==> src/rtl/bus_busy_pkg.sv <==
package bus_busy_pkg;

    localparam int TICK_W = 32;

    typedef logic [TICK_W-1:0] tick_t;

    // How a write that lands inside an open window changes it
    typedef enum logic {
        RULE_ACCUM = 1'b0,  // fall = max(now, fall) + hold, rise kept
        RULE_CHAIN = 1'b1   // fall += hold, rise kept
    } ext_rule_e;

    typedef struct packed {
        tick_t rise_t;
        tick_t fall_t;
    } window_t;

    typedef struct packed {
        logic [1:0] zeros;
        logic       recent;
        logic       busy_mid;
        logic [2:0] ones;
        logic       busy_low;
    } status_t;

    localparam logic [2:0] FIXED_ONES = 3'b111;

    // A scheduled time counts as reached once the tick has arrived at it
    function automatic logic is_reached(input tick_t when, input tick_t now);
        return when <= now;
    endfunction

    // A scheduled time counts as passed only when strictly behind the tick
    function automatic logic is_passed(input tick_t when, input tick_t now);
        return when < now;
    endfunction

    function automatic tick_t tick_max(input tick_t a, input tick_t b);
        return (a > b) ? a : b;
    endfunction

endpackage

==> src/rtl/wbs_tick_counter.sv <==
module wbs_tick_counter
    import bus_busy_pkg::*;
(
    input  logic  clk,
    input  logic  rst,
    output tick_t tick_o
);

    tick_t cnt_q;

    always_ff @(posedge clk) begin
        if (rst) cnt_q <= '0;
        else     cnt_q <= cnt_q + tick_t'(1);
    end

    assign tick_o = cnt_q;

    a_r1_tick_advances: assert property (@(posedge clk) disable iff (rst)
        !$past(rst) |-> cnt_q == $past(cnt_q) + tick_t'(1));

endmodule

==> src/rtl/wbs_hold_timer.sv <==
module wbs_hold_timer
    import bus_busy_pkg::*;
#(
    parameter int HOLD = 8
) (
    input  logic  clk,
    input  logic  rst,
    input  logic  wr_i,
    input  tick_t now_i,
    output logic  bit_o
);

    localparam tick_t HOLD_T = tick_t'(HOLD);

    tick_t fall_q;
    logic  flag_q;
    logic  flag_now;

    always_comb begin
        flag_now = is_reached(fall_q, now_i) ? 1'b0 : flag_q;
    end

    always_ff @(posedge clk) begin
        if (rst) begin
            fall_q <= '0;
            flag_q <= 1'b0;
        end else begin
            flag_q <= wr_i ? 1'b1 : flag_now;
            if (wr_i) fall_q <= now_i + HOLD_T;
        end
    end

    assign bit_o = flag_now;

    // the flag is up on the cycle after any strobe
    a_r3_set_after_write: assert property (@(posedge clk) disable iff (rst)
        wr_i |=> bit_o);

    // the drop time only moves on a write
    a_r3_fall_quiet: assert property (@(posedge clk) disable iff (rst)
        !wr_i |=> $stable(fall_q));

endmodule

==> src/rtl/wbs_window_timer.sv <==
module wbs_window_timer
    import bus_busy_pkg::*;
#(
    parameter ext_rule_e RULE = RULE_ACCUM,
    parameter int        RISE = 8,
    parameter int        HOLD = 16
) (
    input  logic  clk,
    input  logic  rst,
    input  logic  wr_i,
    input  tick_t now_i,
    output logic  bit_o
);

    localparam tick_t RISE_T = tick_t'(RISE);
    localparam tick_t HOLD_T = tick_t'(HOLD);

    window_t win_q, win_d;
    logic    held_q;
    logic    bit_now;
    logic    idle;

    always_comb begin
        idle = is_passed(win_q.fall_t, now_i);
        if (is_reached(win_q.fall_t, now_i))      bit_now = 1'b0;
        else if (is_reached(win_q.rise_t, now_i)) bit_now = 1'b1;
        else                                      bit_now = held_q;
    end

    generate
        if (RULE == RULE_ACCUM) begin : g_accum
            always_comb begin
                win_d = win_q;
                if (wr_i) begin
                    if (idle) win_d.rise_t = now_i + RISE_T;
                    win_d.fall_t = tick_max(now_i, win_q.fall_t) + HOLD_T;
                end
            end
        end else begin : g_chain
            always_comb begin
                win_d = win_q;
                if (wr_i) begin
                    if (idle) begin
                        win_d.rise_t = now_i + RISE_T;
                        win_d.fall_t = now_i + RISE_T + HOLD_T;
                    end else begin
                        win_d.fall_t = win_q.fall_t + HOLD_T;
                    end
                end
            end
        end
    endgenerate

    always_ff @(posedge clk) begin
        if (rst) begin
            win_q  <= '0;
            held_q <= 1'b0;
        end else begin
            win_q  <= win_d;
            held_q <= bit_now;
        end
    end

    assign bit_o = bit_now;

    // a write always pushes the fall time later
    a_r5_fall_grows: assert property (@(posedge clk) disable iff (rst)
        wr_i |=> win_q.fall_t > $past(win_q.fall_t));

    // a restarting write schedules the rise in the future
    a_r4_rise_ahead: assert property (@(posedge clk) disable iff (rst)
        wr_i && idle |=> win_q.rise_t > $past(now_i));

    // a write into an open window leaves the rise untouched
    a_r7_rise_kept: assert property (@(posedge clk) disable iff (rst)
        wr_i && !idle |=> $stable(win_q.rise_t));

    // without a write the window is frozen
    a_r8_window_quiet: assert property (@(posedge clk) disable iff (rst)
        !wr_i |=> $stable(win_q));

endmodule

==> src/rtl/wbs_status_pack.sv <==
module wbs_status_pack
    import bus_busy_pkg::*;
(
    input  logic       recent_i,
    input  logic       busy_mid_i,
    input  logic       busy_low_i,
    output logic [7:0] status_o
);

    status_t st;

    always_comb begin
        st.zeros    = 2'b00;
        st.recent   = recent_i;
        st.busy_mid = busy_mid_i;
        st.ones     = FIXED_ONES;
        st.busy_low = busy_low_i;
    end

    assign status_o = st;

endmodule

==> src/rtl/bus_busy_status.sv <==
module bus_busy_status
    import bus_busy_pkg::*;
#(
    parameter int RECENT_HOLD = 8,
    parameter int MID_RISE    = 8,
    parameter int MID_HOLD    = 16,
    parameter int LOW_RISE    = 24,
    parameter int LOW_HOLD    = 24
) (
    input  logic       clk,
    input  logic       rst,
    input  logic       wr_i,
    output logic [7:0] status_o
);

    localparam int NWIN = 2;  // index 0: bit 4 window, index 1: bit 0 window

    tick_t          now;
    logic           recent;
    logic [NWIN-1:0] win_bits;

    wbs_tick_counter u_tick (
        .clk    (clk),
        .rst    (rst),
        .tick_o (now)
    );

    wbs_hold_timer #(.HOLD(RECENT_HOLD)) u_recent (
        .clk   (clk),
        .rst   (rst),
        .wr_i  (wr_i),
        .now_i (now),
        .bit_o (recent)
    );

    generate
        for (genvar g = 0; g < NWIN; g++) begin : g_win
            localparam ext_rule_e G_RULE = (g == 0) ? RULE_ACCUM : RULE_CHAIN;
            localparam int        G_RISE = (g == 0) ? MID_RISE : LOW_RISE;
            localparam int        G_HOLD = (g == 0) ? MID_HOLD : LOW_HOLD;
            wbs_window_timer #(
                .RULE (G_RULE),
                .RISE (G_RISE),
                .HOLD (G_HOLD)
            ) u_win (
                .clk   (clk),
                .rst   (rst),
                .wr_i  (wr_i),
                .now_i (now),
                .bit_o (win_bits[g])
            );
        end
    endgenerate

    wbs_status_pack u_pack (
        .recent_i   (recent),
        .busy_mid_i (win_bits[0]),
        .busy_low_i (win_bits[1]),
        .status_o   (status_o)
    );

    // leaving reset shows only the fixed bits
    a_r1_reset_value: assert property (@(posedge clk) disable iff (rst)
        $fell(rst) |-> status_o == 8'h0E);

    // a write shows on bit 5 next cycle
    a_r3_recent_bit: assert property (@(posedge clk) disable iff (rst)
        wr_i |=> status_o[5]);

endmodule

==> config.mk <==
export PLATFORM = sky130hd
export DESIGN_NAME = bus_busy_status
export DESIGN_NICKNAME = d
export VERILOG_FILES = /design/src/rtl/bus_busy_pkg.sv /design/src/rtl/wbs_tick_counter.sv /design/src/rtl/wbs_hold_timer.sv /design/src/rtl/wbs_window_timer.sv /design/src/rtl/wbs_status_pack.sv /design/src/rtl/bus_busy_status.sv
export SDC_FILE = /design/constraint.sdc
export NUM_CORES = 1
export LEC_CHECK = 0
export CORE_MARGIN = 5
export CORE_UTILIZATION = 30
export CTS_BUF_LIST = sky130_fd_sc_hd__clkbuf_16
export DETAILED_ROUTE_END_ITERATION = 10
export MAX_ROUTING_LAYER = met4
export PLACE_DENSITY_LB_ADDON = 0.1
export RECOVER_POWER = 25
export SLEW_MARGIN = 15
export SYNTH_ARGS = -nofsm -noshare
export SYNTH_HDL_FRONTEND = slang
export SYNTH_SLANG_ARGS = --single-unit
==> constraint.sdc <==
create_clock -name clk -period 6.4 [get_ports clk]
set_input_delay 1.6 -clock clk [delete_from_list [all_inputs] [get_ports clk]]
set_output_delay 1.6 -clock clk [all_outputs]
set_load 0.1 [all_outputs]
# --- Word-level counts from Yosys, hierarchy flattened ---
# Cells that the tools add are included.
word_totals:
  input_bits: 3
  output_inout_bits: 8
  elab_cells: 33
  regBits: 195
classes:
  magnitude_cmp: 8
  muxes: 8
  reduce_logical: 2
  addsub: 6
ops:
  columns: ["cell", "n"]
  rows:
  - ["$le A32 B32 Y1", 5]
  - ["$add A32 B5 Y32 const B", 4]
  - ["$lt A32 B32 Y1", 2]
  - ["$mux W32", 2]
  - ["$add A32 B1 Y32 const B", 1]
  - ["$add A32 B4 Y32 const B", 1]
  - ["$gt A32 B32 Y1", 1]
  - ["$mux W1", 6]
  - ["$reduce_and A2 Y1", 2]

# --- Depth between registers and ports, before layout ---
# Gate-level depths: netlist of run 1.
logic_depth:
  ltp_word: 3
  ltp_mapped: 24
  ltp_nobuf: 19

# --- Hierarchy ---
# Synthesis of run 1 repeated with hierarchy kept, for this count alone.
hier_totals:
  cells_unflattened: 2016
  area_unflattened_um2: 15710.1
by_module_without_submodules:
  columns: ["mod", "area_each_um2", "seq_area_each_um2", "instances", "cells_per_inst"]
  rows:
  - ["wbs_window_timer at g_win[1].u_win", 6088.3, 1241.2, 1, 807]
  - ["wbs_window_timer at g_win[0].u_win", 5667.9, 1241.2, 1, 734]
  - ["wbs_hold_timer", 2411.1, 660.6, 1, 297]
  - ["wbs_tick_counter", 1475.2, 640.6, 1, 168]
  - ["wbs_status_pack", 67.6, 0.0, 1, 10]

# --- Least setup slack after synthesis of run 1 ---
# Ideal clock, no wire load.
synth_timing:
  path_type: "register -> register"
  start: "register u_tick.cnt_q[9] (netlist: u_tick.tick_o[9])"
  end: "register g_win[1].u_win.win_q[31] (netlist bit)"
  period_less_slack_ps: 5103
  setup_time_ps: 67
  path_buffers: 5
  required_ps: 6333
  path_stages_with_launch: 24
  slack_ps: 1297
  arrival_time_ps: 5036
  path_cell_list: "dfxtp_1 > clkbuf_1 > inv_1 > ha_1 > nand4_1 > nor4_1 > a21bo_2 > a31oi_1 > or2_2 > buf_2 > buf_2 > buf_2 > buf_2 > a21oi_1 > ha_1 > and3b_1 > nand3_1 > or4_1 > nor3_1 > o21ai_0 > o31ai_4 > o21ai_2 > mux2_4 > a21oi_2"
synth_between:
  elab_chain_cells: 3
  elab_cells_between_ends: 4
  cone_classes: "2 x add/sub; 1 x order compare; 1 x mux"
synth_rtl:
  columns: ["item", "line", "source"]
  rows:
  - ["start: declaration", "wbs_tick_counter.sv:9", "tick_t cnt_q;"]
  - ["start signal: assignment", "wbs_tick_counter.sv:13", "else cnt_q <= cnt_q + tick_t'(1);"]
  - ["$add A32 B5 Y32 (2 in a row)", "wbs_window_timer.sv:45", "win_d.fall_t = now_i + RISE_T + HOLD_T;"]
  - ["$mux W32 (*)", "wbs_window_timer.sv:43", "if (idle) begin"]
  - ["end signal: assignment", "wbs_window_timer.sv:59", "win_q <= win_d;"]
  - ["end: declaration", "wbs_window_timer.sv:18", "window_t win_q, win_d;"]
# Mark *: on every way between the ends. The rest lies on a longest branch, timed or not.
# A chain may end at the register's enable or synchronous reset.

# --- Final worst setup path of run 1 ---
layout_timing:
  start: "register u_tick.cnt_q[10] (netlist: u_tick.tick_o[10])"
  end: "output status_o[0]"
layout_between:
  elab_chain_cells: 3
  elab_cells_between_ends: 4
  cone_classes: "2 x order compare; 2 x mux"
layout_rtl:
  columns: ["item", "line", "source"]
  rows:
  - ["$le A32 B32 Y1", "bus_busy_pkg.sv:30", "return when <= now;"]
  - ["$mux W1", "wbs_window_timer.sv:26", "else if (is_reached(win_q.rise_t, now_i)) bit_now = 1'b1;"]
  - ["$mux W1 (*)", "wbs_window_timer.sv:25", "if (is_reached(win_q.fall_t, now_i)) bit_now = 1'b0;"]
  - ["end: declaration", "bus_busy_status.sv:13", "output logic [7:0] status_o"]
# Marks and branches as above.

==> results.py, run 1 <==
metrics = {
    "run_status": {
        "status": "finished with violations",
        "violations": "capacitance limit, slew limit",
    },
    "setup_path": {
        "cp_slowest_cell": "dfxtp_1",
        "path_cells": "inv_1, ha_1, nand4_1, nor4_1, a21bo_2, a31oi_1, or2_2, o21ai_0, nor2_1, buf_12",
        "worstSetupStartpointType": "register",
        "cp.arrival_ns": 4.19,
        "crit_family": "simple AND/OR/NAND/NOR gates",
        "path_max_fanout": 14,
        "critPathKind": "register to primary output",
        "endpoint_kind": "primary output",
        "worstPathRequired_ns": 4.80,
        "cpPeakStageDelay_ns": 0.66,
        "rrSetupSlack_ns": 0.78,
        "crit_buf_inv": 2,
    },
    "yosys": {
        "yosysSeqAreaShare": 0.2721,
        "yosys_warnings": 0,
        "synth_edf_count": 0,
        "synthTopCellsByCount": "nor2_1 (231), dfxtp_1 (189), ha_1 (159)",
        "netlist_instances": 1762,
        "synth.most_common_cell": "nor2_1",
        "synth_cell_types": 82,
        "syn_avg_cell_area_um2": 7.891,
        "synthTopCellsByArea": "dfxtp_1 (27%), ha_1 (14%), xnor2_1 (6.9%), nor2_1 (6.2%), a211oi_1 (5.0%)",
        "synth_top_area_share": 0.2721,
        "synth_top_family_by_area": "simple AND/OR/NAND/NOR gates",
        "synth_compound_area_frac": 0.2107,
        "ys.flop_type": "dfxtp_1",
        "muxShareOfSynthArea": 0.01755,
        "syn-cell-area_um2": 13900,
        "synth_xor_area_frac": 0.07118,
        "synth_fa_ha_area_frac": 0.1431,
        "synth_seq_cells": 189,
        "yosysTopAreaCell": "dfxtp_1",
        "yosys.area_share.simple": 0.2354,
        "async_flop_share": 0,
    },
    "clock_tree": {
        "cts_root_buf": "clkbuf_16",
        "cts_setup_buffers": 0,
        "ctsHoldBuffers": 0,
        "cts_buffers": 17,
        "cts-resized-gates": 0,
        "insertion_delay_ns": 0.49,
        "clock_sinks": 189,
        "cts.clk_slew.worst_paths_ns": 0.08,
        "cts_htree_levels": 4,
        "cts_tree": "done",
        "clockBufferDepth": 2,
    },
    "power_and_ir_drop": {
        "intPower_mw": 3.075,
        "power_density_nw_per_um2": 388.4,
        "sw_frac_of_total": 0.4709,
        "p_clk_frac": 0.188,
        "power_frac_comb": 0.540,
        "vdd_ir_drop_max_uv": 510.9,
        "p_seq_frac": 0.271,
        "switchingPower_mw": 2.737,
        "p_leak_nw": 5.461,
    },
    "global_routing": {
        "grtUsageTotal": 0.1964,
        "grt_pass1_vias": 12045,
        "grt_max_degree": 76,
        "grt_first_pass_wirelength_um": 74360,
        "antenna_found_initial": 1,
        "grt.overflow.total": 0,
    },
    "timing": {
        "final-max-slew-violation-count": 206,
        "relSlewSlack": -1.510,
        "fin_crit_ns": 5.788,
        "finalSetupTns_ns": 0,
        "clock.fmax_ghz": 0.1728,
        "skew_ns": 0.01295,
        "finalSetupViolations": 0,
        "worst_pin_slew_ns": 3.765,
        "fin_crit_sh": 0.9044,
        "rsz0062_at_grt": "false",
        "finalHoldViolCount": 0,
    },
    "drt": {
        "drcViolationCount": 0,
        "drt-total-wl_um": 47870,
        "ant_nets": 0,
        "first_pass_iters": 5,
        "vias": 12511,
        "via_per_inst": 5.407,
        "wl_per_cell_um": 20.69,
        "drt_iter0_markers": 859,
    },
    "place": {
        "place_congestion": 0.8785,
        "place_hpwl_um": 36060,
        "io_buffers": 5,
    },
    "finish": {
        "antennaDiodeCount": 0,
        "syn2layout_area_growth_pct": 7.613,
        "drive_above_1_share": 0.06009,
        "finalNetCount": 1863,
        "final_core_util": 0.3283,
    },
    "floorplanning": {
        "core_area_um2": 45580,
        "die_w_um": 225.3,
        "placementRows": 78,
        "ios": 11,
        "dieArea_um2": 50750,
        "dieHeight_um": 225.3,
        "initial_core_util": 0.3051,
    },
    "job": {
        "drv_cap": 3,
    },
    "min_path": {
        "hold_path.class": "register to register",
    },
}
cells in the final DEF, fill, tap and decap left out, drive strengths merged, types with 10 or more instances in the layout:
cell,n
inv,55
a21oi,112
nor4,22
or3,19
o21ai,92
nand3,56
or2,12
buf,24
nor3,48
xnor2,109
clkbuf,21
o21a,11
mux2i,15
nand4,52
a22oi,16
nor2b,14
and3,13
ha,159
a21o,35
nand2,154
nor2,231
o211ai,10
a211oi,93
and2,10
dfxtp,189
cell type report:
class                           instances  area, um^2
Fill cell                            4867       30610
Tap cell                              600       750.7
Inverter                               50       187.7
Clock buffer                           17       425.4
Clock inverter                         15       140.1
Sequential cell                       189        3784
Multi-Input combinational cell       1415        9467
Timing Repair Buffer                   28       209.0
path summary, 6_finish.rpt:
check	startpoint	end	cells after the start
min	g_win[0].u_win.win_q[32]$_SDFFE_PP0P_	g_win[0].u_win.win_q[32]$_SDFFE_PP0P_	2
max reg2reg	u_tick.tick_o[10]$_SDFF_PP0_	g_win[1].u_win.win_q[31]$_SDFFE_PP0P_	18
max	u_tick.tick_o[10]$_SDFF_PP0_	status_o[0]	10
min reg2reg	g_win[0].u_win.win_q[32]$_SDFFE_PP0P_	g_win[0].u_win.win_q[32]$_SDFFE_PP0P_	2
logic make-up after synthesis:
logic type	after synthesis
other	2
DFF	189
and+or+nand+nor	671
buffers and inverters	161
adders and majority gates	159
xor gates and xnor gates	113
muxes	23
AOI/OAI and AO/OA	444
flip-flops by register name, indices dropped and copies added (netlist names):
name,count
g_win.u_win.held_q,2
g_win.u_win.win_q,122
u_recent.fall_q,32
u_tick.tick_o,32
u_recent.flag_q,1
power by group through the flow:
stage / clock network, mW / registers (mW) / logic [mW]
6_report: 1.09 / 1.58 / 3.14
5_1_grt: 1.18 / 1.60 / 3.54
4_1_cts: 1.14 / 1.58 / 3.16
3_5_place_dp: 0 / 1.60 / 3.14
3_3_place_gp: 0 / 1.61 / 3.13
2_1_floorplan: 0 / 1.52 / 2.43
per-layer routing:
metal | global-route usage | part of all wire | vias up
li1 | - | - | 6282
met1 | 0.2595 | 0.48 | 5918
met2 | 0.3124 | 0.47 | 262
met3 | 0.02957 | 0.033 | 49
met4 | 0.05799 | 0.021 | 0
met5 | - | 0 | -
through the flow:
stage / setup WS [ns] / power (mW) / cells / hold slack, ns / instance area (um^2)
final: 0.6122 / 5.812 / 2314 / 0.4610 / 14960
after global routing: 0.3047 / 6.327 / 2314 / 0.4768 / 14960
after CTS: 0.5446 / 5.880 / 2314 / 0.4609 / 14980
after detailed placement: 0.8678 / 4.746 / 2282 / 0.4498 / 14420
after global placement: 0.9972 / 4.734 / 2282 / 0.4436 / 14420
after floorplan: 1.297 / 3.955 / 1765 / 0.4363 / 13920
worst register-to-register path: cells and delay by family, from the launching register on:
kind	cells	cell delay (ns)
DFF	1	0.66
AOI/OAI and AO/OA	7	1.51
and+or+nand+nor	7	2.06
adders and majority gates	2	0.68
buffers and inverters	1	0.32
muxes	1	0.31
(Power assumes the default switching activity.)
==> run 2: changes to the inputs <==
--- a/config.mk
+++ b/config.mk
@@ -12,6 +12,7 @@
 export MAX_ROUTING_LAYER = met4
 export PLACE_DENSITY_LB_ADDON = 0.1
 export RECOVER_POWER = 25
+export SKIP_CTS_REPAIR_TIMING = 1
 export SLEW_MARGIN = 15
 export SYNTH_ARGS = -nofsm -noshare
 export SYNTH_HDL_FRONTEND = slang
==> constraint.sdc (replaced) <==
create_clock -name clk -period 6.4 [get_ports clk]
set_input_delay 1.6 -clock clk [delete_from_list [all_inputs] [get_ports clk]]
set_output_delay 1.6 -clock clk [all_outputs]
set_load 0.05 [all_outputs]
==> run 2 against run 1 <==
Compared with the run above:
- the flow still finishes with violations (capacitance limit, slew limit)
- hold slack got worse by 0.0013 ns
- critical endpoint is now status_o[4]
- total power fell by 1.4%
- global-route usage fell by 0.064 points
- routed wire length fell by 0.31%
- final cell count rose by 0.48%
- cell area rose by 0.45%
==> results.py, run 2 (same netlist as run 1, synthesis figures left out) <==
metrics = {
    "finish": {
        "finalNetCount": 1874,
        "drive_above_1_share": 0.06435,
        "antennaDiodeCount": 0,
        "design_area_um2": 15030,
        "largest_reg_flops": 122,
        "layout_commonest_cell": "nor2_1",
        "max_flop_register": "g_win.u_win.win_q",
        "final_cell_mix": "nor2_1 (230), dfxtp_1 (189), ha_1 (159)",
        "syn2layout_area_growth_pct": 8.099,
        "nFillCells": 4880,
    },
    "timing": {
        "setup_slack_ns": 0.2189,
        "finalSetupViolations": 0,
        "rsz0062_at_grt": "false",
        "final-max-slew-violation-count": 130,
        "skew_ns": 0.01195,
        "clock.fmax_ghz": 0.1618,
        "fin_crit_ns": 6.181,
        "worst_pin_slew_ns": 3.561,
        "finalHoldViolCount": 0,
        "finalSetupTns_ns": 0,
        "relSlewSlack": -1.374,
        "fin_crit_sh": 0.9658,
        "holdWs_ns": 0.4597,
    },
    "clock_tree": {
        "clockBufferDepth": 2,
        "cts_htree_levels": 4,
        "cts_tree": "done",
        "clock_sinks": 189,
        "cts_root_buf": "clkbuf_16",
        "cts_buffers": 17,
        "cts.clk_slew.worst_paths_ns": 0.07,
        "insertion_delay_ns": 0.49,
    },
    "floorplanning": {
        "dieArea_um2": 50750,
        "initial_core_util": 0.3051,
        "die_w_um": 225.3,
        "ios": 11,
        "placementRows": 78,
        "dieHeight_um": 225.3,
        "core_area_um2": 45580,
    },
    "setup_path": {
        "worstSetupStartpointType": "register",
        "critPathKind": "register to primary output",
        "worstPathRequired_ns": 4.80,
        "cp.arrival_ns": 4.58,
        "path_max_fanout": 11,
        "endpoint_kind": "primary output",
        "timing.rr.start": "u_tick.tick_o[15]$_SDFF_PP0_",
        "crit_path_start": "u_tick.tick_o[24]$_SDFF_PP0_",
    },
    "run_status": {
        "status": "finished with violations",
        "violations": "capacitance limit, slew limit",
    },
    "global_routing": {
        "grt.overflow.total": 0,
        "grtUsageTotal": 0.1958,
        "grt_pass1_vias": 12040,
        "grt_max_degree": 70,
        "antenna_found_initial": 0,
        "grt_first_pass_wirelength_um": 74610,
    },
    "power_and_ir_drop": {
        "vdd_ir_drop_max_uv": 361.2,
        "power_density_nw_per_um2": 381.3,
        "power_mw": 5.731,
        "p_leak_nw": 5.491,
    },
    "drt": {
        "vias": 12520,
        "ant_nets": 0,
        "drcViolationCount": 0,
        "first_pass_iters": 5,
        "drt_iter0_markers": 718,
        "drt-total-wl_um": 47720,
        "via_per_inst": 5.385,
        "wl_per_cell_um": 20.53,
    },
    "place": {
        "place_hpwl_um": 36320,
        "place_area_um2": 14500,
        "place_congestion": 0.9097,
        "io_buffers": 5,
        "place_ws_ns": 0.6623,
    },
    "min_path": {
        "hold_path.class": "register to register",
        "hold_start": "g_win[0].u_win.win_q[32]$_SDFFE_PP0P_",
    },
    "job": {
        "drv_cap": 2,
    },
}
## run 2: path summary, 6_finish.rpt
kind,to,slack [ns],cells past startpoint
worst min-delay path,g_win[0].u_win.win_q[32]$_SDFFE_PP0P_,0.46,2
worst max-delay path,status_o[4],0.22,12
worst max register to register,g_win[1].u_win.win_q[31]$_SDFFE_PP0P_,0.88,18
worst min register to register,g_win[0].u_win.win_q[32]$_SDFFE_PP0P_,0.46,2
## run 2: layer usage
metal  up-vias  global-route usage  wire length (um)
met5         -                   -                 0
met4         0             0.05408               813
met3        36             0.02566              1444
met2       178              0.3160             22740
met1      6013              0.2587             22720
li1       6293                   -                 -
## run 2: final cells by class
| class | instances | area (um^2) | share of cell area |
|---|---|---|---|
| repair buffers | 39 | 301.5 | 0.02006 |
| multi-input cells | 1415 | 9473 | 0.6302 |
| clock inverters | 15 | 108.9 | 0.007242 |
| clock buffers | 17 | 425.4 | 0.02830 |
| well taps | 600 | 750.7 | 0.04995 |
| inverters | 50 | 187.7 | 0.01249 |
| flip-flops and latches | 189 | 3784 | 0.2517 |
## run 2: worst max-delay path, stage by stage (launching register included)
cell             delay (ns)
dfxtp_1                0.54
inv_1                  0.30
ha_1                   0.26
a21o_1                 0.17
a21o_1                 0.17
a21o_1                 0.17
a21o_1                 0.18
a21oi_1                0.16
o21ai_0                0.14
nor4_1                 0.68
nand2_1                0.15
a21oi_1                0.32
clkdlybuf4s50_1        0.87
## run 2: power breakdown
part | total, mW | internal, mW | switching (mW)
Combinational | 3.10 | 1.15 | 1.95
Sequential | 1.58 | 1.39 | 0.189
Clock | 1.05 | 0.526 | 0.523
## run 2: per-stage QoR
stage / util / std cells
detailed placement: 0.3182 / 2293
finish: 0.3298 / 2325
CTS: 0.3299 / 2325
floorplan: - / 1765
global route: 0.3298 / 2325
global placement: 0.3182 / 2293
==> run 3: changes to the inputs <==
--- a/config.mk
+++ b/config.mk
@@ -6,7 +6,7 @@
 export NUM_CORES = 1
 export LEC_CHECK = 0
 export CORE_MARGIN = 5
-export CORE_UTILIZATION = 30
+export CORE_UTILIZATION = 60
 export CTS_BUF_LIST = sky130_fd_sc_hd__clkbuf_16
 export DETAILED_ROUTE_END_ITERATION = 10
 export MAX_ROUTING_LAYER = met4
==> run 3 against run 2 <==
Compared with the run above:
- the run still ends with capacitance limit, slew limit left
- die area down 48%
- fmax increased by 2.6%
- hold slack improved by 0.0065 ns
- sequential share of layout area is 0.77 points higher
- critical path depth decreased by 6
- sequential power is essentially flat
- clock power increased by 9%
- flip-flop and latch count unchanged
- final cell count down 14%
- cell area down 3.0%
- global-route usage grew 11 points
- critical endpoint is now g_win[1].u_win.win_q[30]$_SDFFE_PP0P_
- largest cell class unchanged
- largest power group unchanged
==> results.py, run 3 (same netlist as run 1, synthesis figures left out) <==
metrics = {
    "setup_path": {
        "worstSetupStartpointType": "primary input",
        "endpoint_kind": "register",
        "cp_slowest_cell": "clkdlybuf4s25_1",
        "path_cells": "clkdlybuf4s25_1, nor2_1, inv_1, or4_1, a21boi_1, or3_1",
        "path_max_fanout": 105,
        "timing.rr.end": "g_win[1].u_win.win_q[31]$_SDFFE_PP0P_",
        "cpPeakStageDelay_ns": 3.20,
        "cp.arrival_ns": 6.36,
        "critPathKind": "primary input to register",
        "crit_family": "buffers and inverters",
        "reg2reg_depth": 18,
        "crit_buf_inv": 2,
        "worstPathRequired_ns": 6.73,
        "rrSetupSlack_ns": 0.93,
        "timing.rr.start": "u_tick.tick_o[10]$_SDFF_PP0_",
    },
    "timing": {
        "finalHoldViolCount": 0,
        "relSlewSlack": -1.872,
        "finalSetupViolations": 0,
        "skew_ns": 0.01570,
        "finalSetupTns_ns": 0,
        "setup_slack_ns": 0.3728,
        "fin_crit_ns": 6.027,
        "rsz0062_at_grt": "false",
        "worst_pin_slew_ns": 4.308,
        "clock.fmax_ghz": 0.1659,
        "fin_crit_sh": 0.9417,
        "final-max-slew-violation-count": 106,
    },
    "floorplanning": {
        "initial_core_util": 0.6123,
        "placementRows": 55,
        "dieArea_um2": 26320,
        "ios": 11,
        "core_area_um2": 22710,
        "die_w_um": 162.2,
        "dieHeight_um": 162.2,
    },
    "power_and_ir_drop": {
        "power_mw": 5.645,
        "p_leak_nw": 5.455,
        "power_density_nw_per_um2": 387.0,
        "vdd_ir_drop_max_uv": 314.6,
    },
    "clock_tree": {
        "cts_htree_levels": 4,
        "clock_sinks": 189,
        "cts_buffers": 17,
        "insertion_delay_ns": 0.45,
        "cts.clk_slew.worst_paths_ns": 0.08,
        "clockBufferDepth": 2,
        "cts_tree": "done",
        "cts_root_buf": "clkbuf_16",
    },
    "finish": {
        "max_flop_register": "g_win.u_win.win_q",
        "drive_above_1_share": 0.05624,
        "largest_reg_flops": 122,
        "syn2layout_area_growth_pct": 4.904,
        "finalNetCount": 1856,
        "layout_commonest_cell": "nor2_1",
        "final_cell_mix": "nor2_1 (230), dfxtp_1 (189), ha_1 (159)",
        "final_core_util": 0.6423,
        "final_cells": 1994,
    },
    "drt": {
        "ant_nets": 0,
        "drt-total-wl_um": 39800,
        "vias": 12803,
        "first_pass_iters": 6,
        "drt_iter0_markers": 1116,
        "drcViolationCount": 0,
        "via_per_inst": 6.421,
        "wl_per_cell_um": 19.96,
    },
    "run_status": {
        "status": "finished with violations",
        "violations": "capacitance limit, slew limit",
    },
    "place": {
        "place_congestion": 0.9624,
        "io_buffers": 5,
        "dp.cells": 1960,
        "place_hpwl_um": 29690,
        "place_ws_ns": 0.9248,
    },
    "global_routing": {
        "grtUsageTotal": 0.3093,
        "grt_first_pass_wirelength_um": 63910,
        "grt.overflow.total": 0,
        "grt_max_degree": 117,
        "grt_pass1_vias": 11963,
        "antenna_found_initial": 2,
    },
    "min_path": {
        "hold_path.class": "register to register",
        "worst_hold_path.endpoint": "g_win[1].u_win.win_q[33]$_SDFFE_PP0P_",
        "hold-path-cell-count": 2,
        "hold_start": "g_win[1].u_win.win_q[33]$_SDFFE_PP0P_",
    },
    "job": {
        "drv_cap": 1,
    },
}
run 3: cell types whose count changed in the layout (fill, tap and decap cells not counted), moves of 2 or more:
cell	delta
clkbuf_2	-2
clkinvlp_4	-3
clkinv_1	-3
buf_4	-16
diode_2	+2
inv_8	+2
inv_6	+4
bufinv_16	+2
run 3: report_power, final:
| part | switching [mW] | total, mW | internal (mW) |
|---|---|---|---|
| logic | 1.80 | 2.93 | 1.14 |
| clock network | 0.516 | 1.14 | 0.624 |
| registers | 0.179 | 1.57 | 1.39 |
| total | 2.49 | 5.64 | 3.15 |
run 3: routing by layer:
layer	part of all wire	wire, um	vias to the layer above	track usage
met3	0.058	2314	91	0.05735
met1	0.43	17220	6032	0.3881
met4	0.045	1774	0	0.1361
met5	0	0	-	-
li1	-	-	6258	-
met2	0.46	18490	422	0.4881
run 3: per-stage QoR:
stage / hold slack [ns] / area, um^2
after floorplan: 0.4363 / 13920
after global placement: 0.4479 / 13970
after detailed placement: 0.4606 / 13970
after CTS: 0.4705 / 14580
after global routing: 0.4938 / 14590
final: 0.4662 / 14590
run 3: final cells by class:
class,count,area (um^2)
Tap cell,285,356.6
Fill cell,2032,8123
Timing Repair Buffer,21,177.7
Multi-Input combinational cell,1415,9467
Sequential cell,189,3784
Clock inverter,15,183.9
Inverter,50,187.7
Antenna cell,2,5.005
Clock buffer,17,425.4
run 3: worst max path at each step:
stage,start,end,slack (ns),cells after the start
floorplan,u_tick.tick_o[9]$_SDFF_PP0_,g_win[1].u_win.win_q[31]$_SDFFE_PP0P_,1.30,23
global placement,u_tick.tick_o[25]$_SDFF_PP0_,status_o[4],1.05,10
detailed placement,u_tick.tick_o[25]$_SDFF_PP0_,status_o[4],0.92,10
CTS,u_tick.tick_o[25]$_SDFF_PP0_,status_o[4],0.43,10
global route,rst,g_win[1].u_win.win_q[30]$_SDFFE_PP0P_,0.11,6
finish,rst,g_win[1].u_win.win_q[30]$_SDFFE_PP0P_,0.37,6
run 3: worst register-to-register path, cell delays in order (launching register included):
cell and delay, ns:
dfxtp_1 0.65, inv_1 0.29, ha_1 0.37, nand4_1 0.12, nor4_1 0.38, a21bo_2 0.28, a31oi_1 0.48, or2_2 0.29
a21oi_1 0.11, ha_1 0.29, and3b_1 0.29, nand3_1 0.23, or4_1 0.52, nor3_1 0.17, o21ai_0 0.19, o31ai_4 0.15
o21ai_2 0.10, mux2_4 0.31, a21oi_2 0.12
